File: src/rtl/tod_pkg.sv
package tod_pkg;
  localparam int UNITS_MOD = 10;
  localparam int TENS_MOD  = 6;

  // Modulus of a seconds/minutes stage: even index is a units digit.
  function automatic int stage_mod(input int idx);
    return (idx % 2 == 0) ? UNITS_MOD : TENS_MOD;
  endfunction
endpackage

File: src/rtl/tod_mod_digit.sv
module tod_mod_digit #(
  parameter int W       = 4,
  parameter int MODULUS = 10
) (
  input  logic         clk,
  input  logic         rst,
  input  logic         en,
  output logic [W-1:0] digit,
  output logic         wrap
);
  localparam logic [W-1:0] LAST = W'(MODULUS - 1);

  logic at_last;
  assign at_last = (digit == LAST);
  assign wrap    = en & at_last;

  always_ff @(posedge clk) begin
    if (rst)          digit <= '0;
    else if (en) begin
      if (at_last)    digit <= '0;
      else            digit <= digit + 1'b1;
    end
  end
endmodule

File: src/rtl/tod_hour_stage.sv
module tod_hour_stage #(
  parameter int W = 4
) (
  input  logic         clk,
  input  logic         rst,
  input  logic         en,
  input  logic         mode12,
  output logic [W-1:0] tens,
  output logic [W-1:0] units
);
  localparam logic [W-1:0] D0 = W'(0);
  localparam logic [W-1:0] D1 = W'(1);
  localparam logic [W-1:0] D2 = W'(2);
  localparam logic [W-1:0] D3 = W'(3);
  localparam logic [W-1:0] D9 = W'(9);

  logic top24, top12, at_top;
  logic [W-1:0] nxt_tens, nxt_units;

  // Last hour of each format, or beyond it.
  assign top24  = (tens > D2) || (tens == D2 && units >= D3);
  assign top12  = (tens > D1) || (tens == D1 && units >= D2);
  assign at_top = mode12 ? top12 : top24;

  always_comb begin
    if (at_top) begin
      nxt_tens  = D0;
      nxt_units = mode12 ? D1 : D0;
    end else if (units >= D9) begin
      nxt_tens  = tens + 1'b1;
      nxt_units = D0;
    end else begin
      nxt_tens  = tens;
      nxt_units = units + 1'b1;
    end
  end

  always_ff @(posedge clk) begin
    if (rst) begin
      tens  <= mode12 ? D1 : D0;
      units <= mode12 ? D2 : D0;
    end else if (en) begin
      tens  <= nxt_tens;
      units <= nxt_units;
    end
  end
endmodule

File: src/rtl/tod_clock_chain.sv
module tod_clock_chain
  import tod_pkg::*;
#(
  parameter int DIGIT_W = 4
) (
  input  logic               clk,
  input  logic               rst,
  input  logic               sec_tick,
  input  logic               mode12,
  output logic [DIGIT_W-1:0] hr_tens,
  output logic [DIGIT_W-1:0] hr_units,
  output logic [DIGIT_W-1:0] min_tens,
  output logic [DIGIT_W-1:0] min_units,
  output logic [DIGIT_W-1:0] sec_tens,
  output logic [DIGIT_W-1:0] sec_units
);
  localparam int NSTAGE = 4;  // seconds units/tens, minutes units/tens

  logic [NSTAGE:0]      carry;
  logic [DIGIT_W-1:0]   digs [NSTAGE];

  assign carry[0] = sec_tick;

  for (genvar i = 0; i < NSTAGE; i++) begin : g_stage
    tod_mod_digit #(
      .W       (DIGIT_W),
      .MODULUS (stage_mod(i))
    ) u_digit (
      .clk   (clk),
      .rst   (rst),
      .en    (carry[i]),
      .digit (digs[i]),
      .wrap  (carry[i+1])
    );
  end

  tod_hour_stage #(
    .W (DIGIT_W)
  ) u_hours (
    .clk    (clk),
    .rst    (rst),
    .en     (carry[NSTAGE]),
    .mode12 (mode12),
    .tens   (hr_tens),
    .units  (hr_units)
  );

  assign sec_units = digs[0];
  assign sec_tens  = digs[1];
  assign min_units = digs[2];
  assign min_tens  = digs[3];
endmodule

File: config.mk
export PLATFORM = sky130hd
export DESIGN_NAME = tod_clock_chain
export DESIGN_NICKNAME = d
export VERILOG_FILES = /design/src/rtl/tod_pkg.sv /design/src/rtl/tod_mod_digit.sv /design/src/rtl/tod_hour_stage.sv /design/src/rtl/tod_clock_chain.sv
export SDC_FILE = /design/constraint.sdc
export NUM_CORES = 1
export LEC_CHECK = 0
export ABC_AREA = 0
export BUFFER_PORTS_ARGS = -buffer_cell sky130_fd_sc_hd__buf_2
export CORE_ASPECT_RATIO = 0.9
export CORE_MARGIN = 3
export CORE_UTILIZATION = 53
export DETAILED_ROUTE_END_ITERATION = 10
export MAX_ROUTING_LAYER = met4
export PLACE_DENSITY = 0.85
export SKIP_LAST_GASP = 1
export SYNTH_ARGS = -nofsm -noshare
export SYNTH_HDL_FRONTEND = slang
export SYNTH_HIERARCHICAL = 1
export SYNTH_SLANG_ARGS = --single-unit
File: constraint.sdc
create_clock -name clk -period 5.69 [get_ports clk]
set_input_delay 1.707 -clock clk [delete_from_list [all_inputs] [get_ports clk]]
set_output_delay 1.707 -clock clk [all_outputs]
set_load 0.005 [all_outputs]
After elaboration in Yosys (flattened, before gate mapping)
Cells that the tools add are included.
{"block": "op_classes", "add_sub_neg": 6, "order_cmp": 5, "n_eq_ne": 6, "mux": 15, "n_bitwise": 4, "reduce_logical": 7}
{"cell": "4-bit two-way mux", "n": 12}
{"cell": "4-bit by 1-bit adder with 4-bit output (second input constant)", "n": 6}
{"cell": "4-bit by 3-bit equality test with 1-bit output (second input constant)", "n": 2}
{"cell": "4-bit equality test (second input constant)", "n": 2}
{"cell": "4-bit by 2-bit greater-or-equal comparator with 1-bit output (second input constant)", "n": 2}
{"cell": "1-bit bitwise AND", "n": 4}
{"cell": "4-bit by 1-bit equality test with 1-bit output (second input constant)", "n": 1}
{"cell": "4-bit by 2-bit equality test with 1-bit output (second input constant)", "n": 1}
{"cell": "4-bit greater-or-equal comparator (second input constant)", "n": 1}
{"cell": "4-bit by 1-bit greater-than comparator with 1-bit output (second input constant)", "n": 1}
{"cell": "4-bit by 2-bit greater-than comparator with 1-bit output (second input constant)", "n": 1}
{"cell": "3-bit nonzero test", "n": 1}
{"cell": "1-bit logical AND", "n": 2}
{"cell": "1-bit logical OR", "n": 2}
{"cell": "1-bit two-way mux", "n": 2}
{"cell": "2-bit two-way mux", "n": 1}
{"cell": "2-bit AND reduction", "n": 1}
{"cell": "2-bit nonzero test", "n": 1}
{"block": "word_totals", "regBits": 24, "in_bits": 4, "output_inout_bits": 24, "word_cells": 49}

Depth between registers and ports, before layout
Gate-level depths: netlist of the first run.
{"block": "depth", "word_depth": 7, "ltp_mapped": 10, "mapped_depth_nobuf": 10}

Modules after synthesis
Netlist of the first run, hierarchy kept.
{"module": "tod_hour_stage", "n_inst": 1, "cells_per_inst": 48, "area_per_inst_um2": 563.0, "seq_area_each_um2": 240.2}
{"module": "tod_mod_digit (g_stage[0].u_digit ...)", "n_inst": 2, "cells_per_inst": 21, "area_per_inst_um2": 187.7, "seq_area_each_um2": 80.1}
{"module": "tod_mod_digit (g_stage[1].u_digit ...)", "n_inst": 2, "cells_per_inst": 19, "area_per_inst_um2": 176.4, "seq_area_each_um2": 80.1}

Worst setup path before layout of the first run
No wires, ideal clock.
{"block": "synth_timing", "kind": "in2reg", "startpoint": "input port sec_tick", "endpoint": "register u_hours.tens[0], enable pin", "setup_ns": 0.310, "t_arrival_ns": 4.502, "t_required_ns": 5.380, "path_slack_ns": 0.878, "cell_stages": 10, "n_path_buf": 0, "cell_sequence": "nand2_2 -> nor4b_1 -> nand2_2 -> nor4b_1 -> nand2_2 -> nor4b_1 -> nand2_2 -> nor4b_1 -> or2_2 -> o31a_1"}
{"block": "synth_via", "elab_chain_len": 6}
{"item": "from (decl)", "line_no": "tod_clock_chain.sv:8", "source": "input logic sec_tick,"}
{"item": "1-bit bitwise AND", "line_no": "tod_mod_digit.sv:15", "source": "assign wrap = en & at_last;"}
{"item": "via carry[1]", "line_no": "tod_clock_chain.sv:19", "source": "logic [NSTAGE:0] carry;"}
{"item": "1-bit bitwise AND", "line_no": "tod_mod_digit.sv:15"}
{"item": "via carry[2]", "line_no": "tod_clock_chain.sv:19"}
{"item": "1-bit bitwise AND", "line_no": "tod_mod_digit.sv:15"}
{"item": "via carry[3]", "line_no": "tod_clock_chain.sv:19"}
{"item": "1-bit bitwise AND", "line_no": "tod_mod_digit.sv:15"}
{"item": "via carry[4]", "line_no": "tod_clock_chain.sv:19"}
{"item": "2-bit nonzero test (no source line)"}
{"item": "2-bit AND reduction (no source line)"}
{"item": "to (signal assigned)", "line_no": "tod_hour_stage.sv:40", "source": "tens <= mode12 ? D1 : D0;"}
{"item": "to (signal assigned)", "line_no": "tod_hour_stage.sv:43", "source": "tens <= nxt_tens;"}
{"item": "to (decl)", "line_no": "tod_hour_stage.sv:8", "source": "output logic [W-1:0] tens,"}
The timed path passes the listed nets, and every way through them passes these cells.
A chain may end at the register's enable or synchronous reset.

Worst setup path after layout of the first run
Ends and elaborated chain as after synthesis.

==> results of run 1 <==
cell usage in the layout (no fill, tap or decap), types with 6 or more instances in the layout:
master / synthesis / layout
sky130_fd_sc_hd__buf_2: 0 / 27
sky130_fd_sc_hd__dfxtp_1: 16 / 16
sky130_fd_sc_hd__edfxtp_1: 8 / 8
sky130_fd_sc_hd__ha_1: 8 / 8
sky130_fd_sc_hd__inv_1: 10 / 10
sky130_fd_sc_hd__nand2_1: 6 / 6
sky130_fd_sc_hd__nor2_1: 10 / 10
sky130_fd_sc_hd__nor2b_1: 6 / 6
sky130_fd_sc_hd__xnor2_1: 10 / 10
layer usage:
layer	vias up	routed length, µm	track usage
met5	-	0	-
met4	0	18	0.0579
met3	2	101	0.0222
met2	19	1000	0.254
met1	467	1140	0.220
li1	523	-	-
flip-flops by register name (all words and copies together) (netlist names):
register,flops
g_stage.u_digit/digit,16
u_hours/tens,4
u_hours/units,4
cells by family (layout without fill, tap and decap cells):
logic type / after synthesis / in the layout / share of synthesized area
simple gates: 44 / 44 / 0.197
compound gates: 28 / 28 / 0.165
flops: 24 / 24 / 0.434
xor+xnor: 11 / 11 / 0.0746
buf+inv: 11 / 41 / 0.0378
fa+ha+maj: 8 / 8 / 0.0775
other cells: 1 / 1 / 0.00290
mux: 1 / 1 / 0.0116
final timing paths:
check,end,depth (start not counted),from
worst max-delay path,u_hours/tens[0]$_DFFE_PP_,12,sec_tick
worst min-delay path,g_stage[2].u_digit/digit[3]$_SDFFE_PP0P_,2,g_stage[2].u_digit/digit[2]$_SDFFE_PP0P_
worst max register to register,u_hours/tens[0]$_DFFE_PP_,11,g_stage[0].u_digit/digit[0]$_SDFFE_PP0P_
worst min register to register,g_stage[2].u_digit/digit[3]$_SDFFE_PP0P_,2,g_stage[2].u_digit/digit[2]$_SDFFE_PP0P_
power breakdown:
group | leakage (nW) | total [mW] | internal [mW] | switching [mW]
sequential | 0.210 | 0.189 | 0.183 | 0.00680
clock | 0.0138 | 0.0677 | 0.0246 | 0.0431
combinational | 0.394 | 0.0326 | 0.0145 | 0.0181
critical path, delay by kind of cell:
kind / cells / cell delay (ns)
AOI/OAI and AO/OA: 1 / 0.24
buffers and inverters: 2 / 0.31
and+or+nand+nor: 9 / 2.50
area by class of cell:
type	count	area, µm²
Fill cell	192	763
Multi-Input combinational cell	93	682
Sequential cell	24	561
Timing Repair Buffer	28	143
Inverter	10	37.5
Tap cell	27	33.8
Clock buffer	3	22.5
==> key figures, run 1 <==
Outcome
  – Run status: completed

Detailed routing
  – Antenna violation net count after detailed routing: 0
  – WL/cell: 12.2 µm
  – Vias per cell: ~5.5
  – Final routed DRC violation total: 0
  – Starting DRT DRC Count: 49
  – Number of iterations in the first detailed-routing pass: 4
  – Final WL: between 2000 and 2500 µm
  – Via count: approximately 1000

Logic synthesis
  – Cells taking the most area after synthesis: sky130_fd_sc_hd__dfxtp_1 (25%), sky130_fd_sc_hd__edfxtp_1 (19%), sky130_fd_sc_hd__ha_1 (7.8%)
  – Share of flip-flops with an asynchronous set or reset after synthesis: 0
  – Register bit count reported by yosys: 24
  – Synth Flop Type: sky130_fd_sc_hd__dfxtp_1
  – Yosys cell types: 32
  – Synth Area per Inst: approximately 10 µm²
  – Leading post-synthesis cells by instance count: sky130_fd_sc_hd__dfxtp_1 (16), sky130_fd_sc_hd__inv_1 (10), sky130_fd_sc_hd__nor2_1 (10), sky130_fd_sc_hd__xnor2_1 (10)
  – Synthesized area: around 1300 µm²
  – Fraction of synthesized cell area taken by the top area cell type: 0.248
  – Count of mapped cells out of synthesis: 128
  – Nets in the synthesized netlist: 140
  – Number of flops mapped to enable cells by yosys: 8
  – Most common cell in the netlist: sky130_fd_sc_hd__dfxtp_1
  – Library cell with the largest summed area after synthesis: sky130_fd_sc_hd__dfxtp_1
  – Synth Warn #: 6
  – Proportion of synthesized chip area in sequential cells: 0.434

Timing
  – Final setup fails: 0
  – Max-slew violations: 0
  – Worst slew margin relative to its limit: 0.452
  – Part of the cycle the worst path needs: 0.836
  – Hold violation count in the final report: 0
  – Sum of negative setup slack: 0 ns
  – Hold slack final: ~0.55 ns
  – Time the final worst path needs with I/O delays and setup: 4.76 ns
  – Minimum setup slack in the final design: between 0.9 and 1 ns
  – Clock skew after layout: between 0.003 and 0.004 ns
  – RSZ-0062 raised after global routing: no
  – Actual slew at the worst max-slew pin: between 0.8 and 0.9 ns
  – Max Freq: 210 MHz

Layout
  – Nets: about 170
  – Non-Filler Cell Area, Final: roughly 1500 µm²
  – Util after Layout: 0.660
  – Inserted Diodes: 0
  – Growth of design area from synthesis to finish: 14.5%
  – Non-filler instance count after layout: roughly 190
  – Fraction of layout cells with a size suffix above 1: 0.272

Global route
  – First-pass GRT wire length: roughly 3800 µm
  – Maximum number of pins on one net before global-route repair: 27
  – Leftover overflow at the end of global routing: 0
  – Antenna violations before repair: 0
  – Overall fraction of global-route tracks in use: 0.164
  – Via count of the first global-routing pass: 850

CTS
  – Clk Latency, worst-skew pair: ~0.29 ns
  – # clock sinks: 24
  – Clock tree from TritonCTS: done
  – Maximum clock path buffer count: 2
  – Setup fix buffers added after clock tree synthesis: 0
  – Hold buffers post-CTS: 0
  – Cell at the root of the clock tree: sky130_fd_sc_hd__clkbuf_4
  – Clock Pin Slew Worst Setup and Hold Paths: ~0.12 ns
  – Level count of the clock H-tree: 1
  – Gates resized, CTS repair: 0
  – Total clock buffers created by CTS: 3

Critical path
  – Start-to-end type of the worst setup path: input pin to flop
  – CP cell instances: buf_2 -> nand2_2 -> nor4b_1 -> buf_4 -> nand2_2 -> nor4b_1 -> nand2_2 -> nor4b_1 -> nand2_2 -> nor4b_1 -> or2_2 -> o31a_1
  – FF-to-FF setup slack: just over 2 ns
  – Arr. time, crit path: ~4.8 ns
  – Worst Path Max Fanout: 5
  – Endpoint type of the worst setup path: flop
  – Startpoint type of the worst setup path: input pin
  – Crit path largest cell delay: around 0.71 ns
  – Slowest stage cell on the critical path: sky130_fd_sc_hd__nor4b_1
  – Endpoint required time on the critical path: between 5 and 6 ns

Placed design
  – Worst setup slack before clock tree synthesis: 0.628 ns
  – Number of buffers added on ports: 27
  – DP HPWL: about 1700 µm
  – Placed Instance Area: 1460 µm²
  – Placed cells: roughly 180
  – Placer Congestion: roughly 0.8

Flow run
  – Max_cap viols: 0

Worst hold path
  – Class of the tightest hold or removal check: flop to flop

Power and ir drop
  – Pwr/cell area: slightly below 200 nW/µm²
  – Final Total Pwr: roughly 0.29 mW
  – Leak: 0.618 nW
  – Worst IR drop on VDD: around 0.00017 V

Floorplan
  – Total Die Area: 3070 µm²
  – Initial cell density of the core: 0.576
  – Floorplan Core Area: 2240 µm²
  – Number of primary I/O pins: 28
  – Die height: 52.8 µm
  – X dimension of the die: ~58 µm
  – Floorplan row count: 16
Note: power is estimated with default switching activity, not from simulation.
==> run 2, diff against run 1 <==
==> constraint.sdc (replaced) <==
create_clock -name clk -period 4.9 [get_ports clk]
set_input_delay 1.47 -clock clk [delete_from_list [all_inputs] [get_ports clk]]
set_output_delay 1.47 -clock clk [all_outputs]
set_load 0.005 [all_outputs]
==> key figures, run 2 (synthesized netlist as in run 1, its figures left out) <==
Detailed routing
  – Via count: 1039 (+2.8%)
  – Antenna violation net count after detailed routing: 0 (unchanged)
  – Vias per cell: 5.53 (+1.1%)
  – Number of iterations in the first detailed-routing pass: 4 (unchanged)
  – WL/cell: 13.0 µm (+5.9%)
  – Starting DRT DRC Count: 84 (+71%)
  – Final WL: 2440 µm (+7.6%)
  – Final routed DRC violation total: 0 (unchanged)

Timing
  – Time the final worst path needs with I/O delays and setup: between 3 and 4 ns
  – Sum of negative setup slack: 0 ns (unchanged)
  – RSZ-0062 raised after global routing: no
  – Final setup fails: 0 (unchanged)
  – Worst slew margin relative to its limit: 0.512 (+0.0598)
  – Max-slew violations: 0 (unchanged)
  – Actual slew at the worst max-slew pin: 0.726 ns (-0.0848 ns)
  – Max Freq: 252 MHz
  – Part of the cycle the worst path needs: 0.809
  – Clock skew after layout: 0.00190 ns (-0.00180 ns)
  – Hold violation count in the final report: 0 (unchanged)

Critical path
  – Endpoint required time on the critical path: 4.91 ns (-0.78 ns)
  – Start-to-end type of the worst setup path: input pin to flop
  – Worst Path Max Fanout: 5 (unchanged)
  – FF-to-FF Start: g_stage[0].u_digit/digit[0]$_SDFFE_PP0P_
  – Startpoint type of the worst setup path: input pin
  – FF-to-FF setup slack: 1.77 ns (-0.25 ns)
  – Endpoint type of the worst setup path: flop
  – RR Endpoint: u_hours/tens[0]$_DFFE_PP_
  – Arr. time, crit path: 3.97 ns (-0.79 ns)
  – Worst Reg2Reg Path Length in Cells: 13 (+2)

CTS
  – Clock Pin Slew Worst Setup and Hold Paths: 0.12 ns (about the same)
  – Total clock buffers created by CTS: 3 (unchanged)
  – Cell at the root of the clock tree: sky130_fd_sc_hd__clkbuf_4
  – Level count of the clock H-tree: 1 (unchanged)
  – Gates resized, CTS repair: 0 (unchanged)
  – # clock sinks: 24 (unchanged)
  – Clock tree from TritonCTS: done
  – Setup fix buffers added after clock tree synthesis: 0 (unchanged)
  – Hold buffers post-CTS: 0 (unchanged)
  – Maximum clock path buffer count: 2 (unchanged)
  – Clk Latency, worst-skew pair: 0.29 ns (about the same)

Global route
  – Via count of the first global-routing pass: 941 (+11%)
  – First-pass GRT wire length: 4040 µm (+6.4%)
  – Maximum number of pins on one net before global-route repair: 27 (unchanged)
  – Leftover overflow at the end of global routing: 0 (unchanged)
  – Antenna violations before repair: 0 (unchanged)
  – Overall fraction of global-route tracks in use: 0.170 (+0.00665)

Power and ir drop
  – Leak: 0.630 nW (+2.0%)
  – Pwr/cell area: 227 nW/µm² (+16%)
  – Final Total Pwr: 0.340 mW (+17%)
  – Worst IR drop on VDD: 0.000205 V (+23%)

Placed design
  – Placer Congestion: 0.808 (-2.0%)
  – Number of buffers added on ports: 27 (unchanged)
  – Placed cells: 184 (+1.1%)
  – Placed Instance Area: 1470 µm² (+1.0%)
  – DP HPWL: 1770 µm (+4.4%)

Layout
  – Flip-flop count of the largest register, all copies and words added: 16 (unchanged)
  – Growth of design area from synthesis to finish: 16.0%
  – Most common library cell in the layout ignoring fill and taps: sky130_fd_sc_hd__buf_2
  – Non-filler instance count after layout: 188 (+1.6%)
  – Highest-count cells in the layout ignoring fill and taps: sky130_fd_sc_hd__buf_2 (27), sky130_fd_sc_hd__dfxtp_1 (16), sky130_fd_sc_hd__inv_1 (10), sky130_fd_sc_hd__xnor2_1 (10), sky130_fd_sc_hd__nor2_1 (10)
  – Non-Filler Cell Area, Final: 1500 µm² (+1.3%)
  – Nets: 174 (+1.2%)
  – Fill count: 185 (-3.6%)
  – Inserted Diodes: 0 (unchanged)
  – Register ranked first by flip-flop count: g_stage.u_digit/digit
  – Fraction of layout cells with a size suffix above 1: 0.280 (+0.00735)
  – Regs by FF count: g_stage.u_digit/digit (16), u_hours/tens (4), u_hours/units (4)

Flow run
  – Max_cap viols: 0 (unchanged)

Floorplan
  – Number of primary I/O pins: 28 (unchanged)
  – Floorplan row count: 16 (unchanged)
  – Floorplan Core Area: 2240 µm² (unchanged)
  – X dimension of the die: 58.0 µm (unchanged)
  – Initial cell density of the core: 0.576 (unchanged)
  – Total Die Area: 3070 µm² (unchanged)
  – Die height: 52.8 µm (unchanged)

Worst hold path
  – Hold EP: g_stage[0].u_digit/digit[3]$_SDFFE_PP0P_
  – Class of the tightest hold or removal check: flop to flop
  – Hold path startpoint: g_stage[0].u_digit/digit[2]$_SDFFE_PP0P_
  – Worst Hold Depth: 2 (unchanged)

Outcome
  – Run status: completed
run 2: changes by cell type in the layout (fill, tap and decap cells not counted):
cell	change
sky130_fd_sc_hd__buf_4	+2
sky130_fd_sc_hd__clkinv_1	+1
run 2: worst max path at each step:
stage                                    endpoint  cells past startpoint     start
global route            u_hours/tens[0]$_DFFE_PP_                     14  sec_tick
finish                  u_hours/tens[0]$_DFFE_PP_                     14  sec_tick
detailed placement  u_hours/tens[2]$_SDFFCE_PP0P_                     14  sec_tick
floorplan               u_hours/tens[0]$_DFFE_PP_                     10  sec_tick
CTS                     u_hours/tens[0]$_DFFE_PP_                     14  sec_tick
global placement    u_hours/tens[1]$_SDFFCE_PP0P_                     14  sec_tick
run 2: stage by stage:
stage	setup slack (ns)	hold slack, ns	utilization
after global routing	0.641	0.596	0.668
after global placement	0.790	0.513	0.656
after detailed placement	0.677	0.529	0.656
final	0.934	0.552	0.668
after floorplan	0.325	0.501	-
after CTS	0.989	0.549	0.668
run 2: layout make-up:
class,count,area (µm²),area share
Clock inverter,1,3.75,0.00251
Multi-Input combinational cell,93,682,0.455
Clock buffer,3,22.5,0.0150
Inverter,10,37.5,0.0251
Timing Repair Buffer,30,158,0.105
Sequential cell,24,561,0.374
Tap cell,27,33.8,0.0226
run 2: layer usage:
| layer | vias up | GRT usage | wire (µm) |
|---|---|---|---|
| li1 | 524 | - | - |
| met1 | 484 | 0.227 | 1190 |
| met2 | 29 | 0.265 | 1100 |
| met3 | 2 | 0.0246 | 123 |
| met4 | 0 | 0.0618 | 20 |
| met5 | - | - | 0 |
run 2: critical path: stages:
cell and delay, ns:
sky130_fd_sc_hd__buf_2 0.12, sky130_fd_sc_hd__nand2_2 0.08, sky130_fd_sc_hd__nor4b_1 0.28, sky130_fd_sc_hd__buf_4 0.19, sky130_fd_sc_hd__nand2_2 0.07, sky130_fd_sc_hd__nor4b_1 0.27, sky130_fd_sc_hd__buf_4 0.19, sky130_fd_sc_hd__nand2_2 0.07
sky130_fd_sc_hd__nor4b_1 0.28, sky130_fd_sc_hd__buf_4 0.20, sky130_fd_sc_hd__nand2_2 0.07, sky130_fd_sc_hd__nor4b_1 0.22, sky130_fd_sc_hd__or2_2 0.21, sky130_fd_sc_hd__o31a_1 0.25
run 2: report_power, final:
group          switching (mW)  internal, mW
clock network          0.0519        0.0296
logic                  0.0215        0.0168
registers             0.00801         0.212
==> run 3, diff against run 2 <==
==> constraint.sdc (replaced) <==
create_clock -name clk -period 3.65 [get_ports clk]
set_input_delay 1.095 -clock clk [delete_from_list [all_inputs] [get_ports clk]]
set_output_delay 1.095 -clock clk [all_outputs]
set_load 0.005 [all_outputs]
==> key figures, run 3 (synthesized netlist as in run 1, its figures left out) <==
Floorplan
  – Number of primary I/O pins: 28 (unchanged)
  – X dimension of the die: 58.0 µm (unchanged)
  – Floorplan Core Area: 2240 µm² (unchanged)
  – Die height: 52.8 µm (unchanged)
  – Floorplan row count: 16 (unchanged)
  – Initial cell density of the core: 0.576 (unchanged)
  – Total Die Area: 3070 µm² (unchanged)

Critical path
  – Source of the critical timing path: sec_tick
  – Critical Path End: u_hours/tens[2]$_SDFFCE_PP0P_
  – Worst Path Max Fanout: 5 (unchanged)
  – Crit path largest cell delay: 0.33 ns (+0.05 ns)
  – Endpoint type of the worst setup path: flop
  – FF-to-FF Start: g_stage[0].u_digit/digit[0]$_SDFFE_PP0P_
  – Arr. time, crit path: 3.30 ns (-0.67 ns)
  – Buf+Inv Stages, Crit Path: 1 (-3)
  – Worst Reg2Reg Path Length in Cells: 10 (-3)
  – Delay-heaviest family, CP: simple AND/OR/NAND/NOR gates
  – Endpoint required time on the critical path: 3.67 ns (-1.24 ns)
  – Startpoint type of the worst setup path: input pin
  – FF-to-FF setup slack: 0.80 ns (-0.97 ns)
  – Slowest stage cell on the critical path: sky130_fd_sc_hd__nor4b_2
  – Start-to-end type of the worst setup path: input pin to flop
  – RR Endpoint: u_hours/tens[2]$_SDFFCE_PP0P_
  – Number of cells on the critical path: 11 (-3)
  – CP dominant cell by count: sky130_fd_sc_hd__nand2_2
  – CP cell instances: buf_2 -> nand2_2 -> nor4b_2 -> nand2_2 -> nor4b_2 -> nand2_2 -> nor4b_2 -> nand2_2 -> nor4b_1 -> or2_2 -> o31a_1

Detailed routing
  – Final WL: 2690 µm (+10%)
  – Starting DRT DRC Count: 54 (-36%)
  – Final routed DRC violation total: 0 (unchanged)
  – WL/cell: 14.3 µm (+10%)
  – Vias per cell: 5.55 (+0.38%)
  – Via count: 1043 (+0.38%)
  – Number of iterations in the first detailed-routing pass: 4 (unchanged)
  – Antenna violation net count after detailed routing: 0 (unchanged)

Global route
  – Maximum number of pins on one net before global-route repair: 27 (unchanged)
  – Via count of the first global-routing pass: 996 (+5.8%)
  – Overall fraction of global-route tracks in use: 0.190 (+0.0199)
  – Antenna violations before repair: 0 (unchanged)
  – First-pass GRT wire length: 4350 µm (+7.7%)
  – Leftover overflow at the end of global routing: 0 (unchanged)

Layout
  – Non-filler instance count after layout: 188 (unchanged)
  – Register ranked first by flip-flop count: g_stage.u_digit/digit
  – Highest-count cells in the layout ignoring fill and taps: sky130_fd_sc_hd__buf_2 (27), sky130_fd_sc_hd__dfxtp_1 (16), sky130_fd_sc_hd__inv_1 (10), sky130_fd_sc_hd__xnor2_1 (10), sky130_fd_sc_hd__nor2_1 (10)
  – Growth of design area from synthesis to finish: 19.5%
  – Fill count: 180 (-2.7%)
  – Inserted Diodes: 0 (unchanged)
  – Util after Layout: 0.688 (+0.0201)
  – Regs by FF count: g_stage.u_digit/digit (16), u_hours/tens (4), u_hours/units (4)
  – Flip-flop count of the largest register, all copies and words added: 16 (unchanged)
  – Fraction of layout cells with a size suffix above 1: 0.304 (+0.0248)
  – Nets: 174 (unchanged)
  – Most common library cell in the layout ignoring fill and taps: sky130_fd_sc_hd__buf_2

Power and ir drop
  – Worst IR drop on VDD: 0.000292 V (+43%)
  – Reg power frac: 0.550 (-0.098)
  – Portion of total power attributed to the clock network: 0.352 (+0.112)
  – Net switching fraction of the power: 0.223 (-0.0169)
  – Pwr/cell area: 349 nW/µm² (+54%)
  – Leak: 0.643 nW (+2.1%)
  – Final Total Pwr: 0.538 mW (+58%)
  – Combinational share of power: 0.098 (-0.015)
  – Total internal power: 0.419 mW (+62%)
  – Net Sw Power: 0.120 mW (+47%)

Timing
  – Max Freq: between 300 and 400 MHz
  – Time the final worst path needs with I/O delays and setup: 3.29 ns
  – Hold slack final: 0.552 ns (+0.000432 ns)
  – Part of the cycle the worst path needs: 0.900
  – Actual slew at the worst max-slew pin: 0.702 ns (-0.0244 ns)
  – Clock skew after layout: 0.00980 ns (+0.00790 ns)
  – Final setup fails: 0 (unchanged)
  – Hold violation count in the final report: 0 (unchanged)
  – RSZ-0062 raised after global routing: no
  – Worst slew margin relative to its limit: 0.528 (+0.0164)
  – Max-slew violations: 0 (unchanged)
  – Sum of negative setup slack: 0 ns (unchanged)

Placed design
  – Placed cells: 184 (unchanged)
  – Number of buffers added on ports: 27 (unchanged)
  – Placer Congestion: 0.843 (+4.3%)
  – DP HPWL: 2030 µm (+15%)

CTS
  – Level count of the clock H-tree: 1 (unchanged)
  – # clock sinks: 24 (unchanged)
  – Gates resized, CTS repair: 0 (unchanged)
  – Setup fix buffers added after clock tree synthesis: 0 (unchanged)
  – Maximum clock path buffer count: 2 (unchanged)
  – Cell at the root of the clock tree: sky130_fd_sc_hd__clkbuf_4
  – Clock Pin Slew Worst Setup and Hold Paths: 0.13 ns (about the same)
  – Clock tree from TritonCTS: done
  – Clk Latency, worst-skew pair: 0.31 ns (+0.02 ns)
  – Hold buffers post-CTS: 0 (unchanged)
  – Total clock buffers created by CTS: 3 (unchanged)

Flow run
  – Max_cap viols: 0 (unchanged)

Worst hold path
  – Class of the tightest hold or removal check: flop to flop

Outcome
  – Run status: completed
-- run 3: changes by cell type in the layout (fill, tap and decap cells not counted), sizes merged --
cell,delta
bufinv,+1
clkinv,-1
-- run 3: tightest hold or removal path, stage by stage (launching register included) --
cell and delay (ns):
sky130_fd_sc_hd__dfxtp_1 0.38, sky130_fd_sc_hd__o21ai_0 0.09, sky130_fd_sc_hd__a21oi_1 0.06
-- run 3: metrics by stage --
stage	area, µm²	setup slack (ns)
floorplan	1310	0.0691
global placement	1490	0.158
detailed placement	1490	0.0402
CTS	1540	0.383
global route	1540	0.0706
finish	1540	0.364
-- run 3: routing by layer --
layer	vias up	global-route usage	part of all wire
met1	485	0.222	0.46
met4	0	0.0811	0.012
met2	29	0.329	0.49
met3	4	0.0271	0.044
met5	-	-	0
li1	525	-	-
-- run 3: how the worst min path moves through the flow --
stage / start / endpoint / slack, ns / cells past startpoint
floorplan: g_stage[0].u_digit/digit[3]$_SDFFE_PP0P_ / g_stage[0].u_digit/digit[3]$_SDFFE_PP0P_ / 0.50 / 2
global placement: g_stage[2].u_digit/digit[3]$_SDFFE_PP0P_ / g_stage[2].u_digit/digit[3]$_SDFFE_PP0P_ / 0.52 / 2
detailed placement: g_stage[2].u_digit/digit[3]$_SDFFE_PP0P_ / g_stage[2].u_digit/digit[3]$_SDFFE_PP0P_ / 0.53 / 2
CTS: g_stage[2].u_digit/digit[2]$_SDFFE_PP0P_ / g_stage[2].u_digit/digit[3]$_SDFFE_PP0P_ / 0.55 / 2
global route: g_stage[2].u_digit/digit[2]$_SDFFE_PP0P_ / g_stage[2].u_digit/digit[3]$_SDFFE_PP0P_ / 0.59 / 2
finish: g_stage[3].u_digit/digit[2]$_SDFFE_PP0P_ / g_stage[3].u_digit/digit[2]$_SDFFE_PP0P_ / 0.55 / 2
-- run 3: area by class of cell --
class | count | area (µm²) | share of cell area
Clock buffer | 3 | 22.5 | 0.0146
Clock inverter | 1 | 30.0 | 0.0195
Inverter | 10 | 37.5 | 0.0243
Multi-Input combinational cell | 93 | 701 | 0.454
Sequential cell | 24 | 561 | 0.363
Tap cell | 27 | 33.8 | 0.0219
Timing Repair Buffer | 30 | 158 | 0.102
-- run 3: power by group through the flow --
stage	registers (mW)	clock network [mW]	logic, mW
final	0.296	0.190	0.0525
after global routing	0.298	0.200	0.0580
after CTS	0.296	0.193	0.0532
after detailed placement	0.302	0	0.0527
after global placement	0.301	0	0.0501
after floorplan	0.301	0	0.0328
